File: src/rtl/shf_pkg.sv
package shf_pkg;
  typedef enum logic [1:0] {
    MODE_ROTL = 2'b00,
    MODE_SHL  = 2'b01,
    MODE_ASR  = 2'b10,
    MODE_LSR  = 2'b11
  } shf_mode_e;
endpackage

File: src/rtl/shf_stage.sv
module shf_stage
  import shf_pkg::*;
#(
  parameter int WIDTH = 16,
  parameter int DIST  = 1
) (
  input  logic [WIDTH-1:0] din_i,
  input  logic             en_i,
  input  logic [1:0]       mode_i,
  input  logic             fill_i,
  output logic [WIDTH-1:0] dout_o
);
  logic             rotate;
  logic [WIDTH-1:0] left_v;
  logic [WIDTH-1:0] right_v;

  assign rotate = (mode_i == MODE_ROTL);

  for (genvar i = 0; i < WIDTH; i++) begin : g_bit
    if (i >= DIST) begin : g_lin
      assign left_v[i] = din_i[i-DIST];
    end else begin : g_lwrap
      assign left_v[i] = rotate & din_i[WIDTH-DIST+i];
    end
    if (i + DIST < WIDTH) begin : g_rin
      assign right_v[i] = din_i[i+DIST];
    end else begin : g_rfill
      assign right_v[i] = fill_i;
    end
  end

  always_comb begin
    if (!en_i)          dout_o = din_i;
    else if (mode_i[1]) dout_o = right_v;
    else                dout_o = left_v;
  end
endmodule

File: src/rtl/barrel_shift16.sv
module barrel_shift16
  import shf_pkg::*;
#(
  parameter int WIDTH = 16,
  parameter int AMT_W = $clog2(WIDTH)
) (
  input  logic [WIDTH-1:0] operand_i,
  input  logic [AMT_W-1:0] amount_i,
  input  logic [1:0]       mode_i,
  output logic [WIDTH-1:0] result_o
);
  logic [WIDTH-1:0] stage_d [AMT_W+1];
  logic             sign_fill;

  // Fill comes from the original operand for every stage.
  assign sign_fill  = (mode_i == MODE_ASR) & operand_i[WIDTH-1];
  assign stage_d[0] = operand_i;

  for (genvar k = 0; k < AMT_W; k++) begin : g_stage
    shf_stage #(.WIDTH(WIDTH), .DIST(1 << k)) u_stage (
      .din_i  (stage_d[k]),
      .en_i   (amount_i[k]),
      .mode_i (mode_i),
      .fill_i (sign_fill),
      .dout_o (stage_d[k+1])
    );
  end

  assign result_o = stage_d[AMT_W];

  always_comb begin
    if (mode_i == MODE_ROTL)
      a_r1_rotate_keeps_ones: assert ($countones(result_o) == $countones(operand_i));
    if (mode_i == MODE_SHL && amount_i != '0)
      a_r2_shl_low_zero: assert (result_o[0] == 1'b0);
    if (mode_i == MODE_ASR)
      a_r3_asr_sign_kept: assert (result_o[WIDTH-1] == operand_i[WIDTH-1]);
    if (mode_i == MODE_LSR && amount_i != '0)
      a_r4_lsr_high_zero: assert (result_o[WIDTH-1] == 1'b0);
    if (amount_i == '0)
      a_r5_zero_passthru: assert (result_o == operand_i);
  end
endmodule

File: config.mk
export PLATFORM = sky130hd
export DESIGN_NAME = barrel_shift16
export DESIGN_NICKNAME = d
export VERILOG_FILES = /design/src/rtl/shf_pkg.sv /design/src/rtl/shf_stage.sv /design/src/rtl/barrel_shift16.sv
export SDC_FILE = /design/constraint.sdc
export NUM_CORES = 1
export LEC_CHECK = 0
export BUFFER_PORTS_ARGS = -buffer_cell sky130_fd_sc_hd__buf_2
export CORE_AREA = 2 2 62 64
export DETAILED_ROUTE_END_ITERATION = 10
export DIE_AREA = 0 0 64 66
export GPL_TIMING_DRIVEN = 0
export PLACE_DENSITY = 0.75
export SLEW_MARGIN = 20
export SYNTH_ARGS = -nofsm -noshare
export SYNTH_HDL_FRONTEND = slang
export SYNTH_SLANG_ARGS = --single-unit
File: constraint.sdc
create_clock -name vclk -period 1.5
set_input_delay 0.15 -clock vclk [all_inputs]
set_output_delay 0.15 -clock vclk [all_outputs]
set_load 0.01 [all_outputs]
==> reports/results.ini <==
[status]
outcome = finished, violations left
violations = setup timing

[worst_setup_path]
cp_top_family = compound AO/OA/AOI/OAI gates
crit_buf_inv = 4
cpMostUsedCell = buf_12
path_cells = buf_12 -> buf_12 -> buf_12 -> mux2i_1 -> o22ai_2 -> o21ai_2 -> o31ai_1 -> a211o_1 -> buf_2
critical-path-max-stage-delay_ns = 0.29
cp-start-kind = primary input
end_kind = output port
crit_cells = 9
crit_slowest_cell = a211o_1
worst_ep_required_time_ns = 1.35
cp_max_fo = 10
arrival_ns = 1.75
crit_type = in -> out

[route]
wl_met1_um = 3410
vias = 2696
routedWlPerCell_um = 26.3
drtIter0Drc = 381
met3_length_um = 1130
drt-vias-per-instance = 7.66
ant_nets = 0
drc = 0
wl_met2_um = 4060
top_layer = met4
drtPass1Iterations = 6
drt_wl_total_um = 9250

[timing]
tightest_slew_ns = 0.657
relSlewSlack_pct = 55.9
hold_viol = 0
setup_ws_ns = -0.397
maxSlewViolCount = 0
rsz0062_at_grt = true
setup_viol = 16
hold_ws_ns = 0.962
fmax_ghz = 0.527
period_share_pct = 126
period_needed_ns = 1.90

[layout]
finalInstanceArea_um2 = 2840
clock_buffers = 0
fill_cells = 214
syn_to_final_growth_pct = 66.0
layout-drive-gt1-share_pct = 54.3
nets = 328
antenna_cells = 0
final_core_util_pct = 80.0
design.seq.count = 0
regArea_um2 = 0

[synthesis]
synth_largest_area_cell = mux2i_1
ys_types = 54
yosysWarnings = 0
synth_cells = 251
syn-cell-area_um2 = 1710
synthMostInstantiatedCell = nor2_1
ys_seq_area_share_pct = 0
yosysTopAreaCellShare_pct = 14.0
synthesis.nets = 273
syn-mean-instance-area_um2 = 6.82
yosys-top-cells-count = nor2_1 (30), mux2i_1 (24), nand2_1 (19)
ys_top_cells_by_area = mux2i_1 (14%), nor2_1 (6.6%), a211oi_1 (6.1%)

[placed_design]
placed_cell_area_um2 = 1990
gp_congestion = 0.952
dp_hpwl_um = 5240
portBuffers = 35

[die]
die_w_um = 64
rows = 22
io_pins = 38
die_area_um2 = 4220
coreArea_um2 = 3550
die_h_um = 66
start_util_pct = 48.2

[worst_hold_path]
hold_start = amount_i[3]
min_to = result_o[7]
hp-class = in -> out
hold_depth = 4

[power]
leakagePower_nw = 1.13
p_sw_mw = 0.644
swShare_pct = 55.7
p_total_mw = 1.16
powerDensity_nw_per_um2 = 407
p_clk_share_pct = 0
seqPwrFrac_pct = 0
peakVddDrop_v = 0.000261
intPower_mw = 0.512
combPwrFrac_pct = 100.0

[global_routing]
gr-usage-all-layers_pct = 37.4
grt_max_degree = 11
antenna_found_initial = 0
grt_pass1_vias = 2456
overflow = 0
grt_first_pass_wirelength_um = 12600

[flow_run]
maxCapViolations = 0

-- cells by family (layout without fill, tap and decap cells) --
group | Yosys count | after routing | synth area share [%]
and+or+nand+nor | 85 | 85 | 23.1
muxes | 32 | 32 | 20.0
buffers and inverters | 33 | 86 | 11.5
AOI/OAI and AO/OA | 101 | 101 | 45.4
-- layer usage --
layer | global-route usage [%] | vias up
met4 | 12.5 | 0
met2 | 66.1 | 268
li1 | - | 1094
met3 | 6.13 | 92
met5 | 0 | -
met1 | 45.8 | 1242
-- area by class of cell --
type	instances	area, µm²	area share [%]
Buffer	23	292	10.3
Inverter	10	43.8	1.54
Multi-Input combinational cell	218	2040	71.6
Tap cell	48	60.1	2.11
Timing Repair Buffer	53	410	14.4
-- cell usage in the layout (no fill, tap or decap), types with 4 or more instances in the layout --
cell,instances
inv_1,8
mux2i_4,7
nand2_2,6
buf_12,13
a211o_1,4
mux2_4,7
a211oi_2,9
nor3_1,5
clkbuf_2,7
nor2_1,24
a211oi_4,4
nor2b_1,5
a21oi_1,6
nor3_2,4
nand2_1,13
a21oi_2,5
o21ai_1,4
mux2i_1,15
o22ai_2,7
o32a_1,4
o21ai_2,4
buf_2,33
nand2b_1,6
o22a_1,5
buf_4,15
-- power by group through the flow --
| stage | logic [mW] | registers [mW] | clock network [mW] |
|---|---|---|---|
| finish | 1.16 | 0 | 0 |
| global route | 1.20 | 0 | 0 |
| CTS | 0.951 | 0 | 0 |
| detailed placement | 0.753 | 0 | 0 |
| global placement | 0.757 | 0 | 0 |
| floorplan | 0.523 | 0 | 0 |
-- metrics by stage --
stage          setup WS, ns  instances  TNS, ns
2_1_floorplan       -0.0606        251   -0.308
3_3_place_gp         -0.460        334    -5.87
3_5_place_dp         -0.432        334    -5.67
4_1_cts              -0.281        348    -3.61
5_1_grt              -0.398        352    -5.34
6_report             -0.397        352    -4.73
-- worst max path at each step --
stage | slack [ns] | startpoint | end
after floorplan | -0.06 | amount_i[0] | result_o[5]
after global placement | -0.46 | amount_i[2] | result_o[2]
after detailed placement | -0.43 | amount_i[2] | result_o[2]
after CTS | -0.28 | amount_i[0] | result_o[2]
after global routing | -0.40 | amount_i[0] | result_o[3]
final | -0.40 | amount_i[0] | result_o[3]
-- worst min-delay path: cells and delay by family --
family | cells | cell delay (ns)
simple gates | 1 | 0.22
compound gates | 1 | 0.13
buf+inv | 2 | 0.31
-- timing repair --
item	CTS	global route
buffers inserted	12	3
cloned	2	1
gates resized for setup	93	50
hold buffers	0	0
setup endpoints to repair	16	16
pin swaps	35	30
Note: power is estimated with default switching activity, not from simulation.
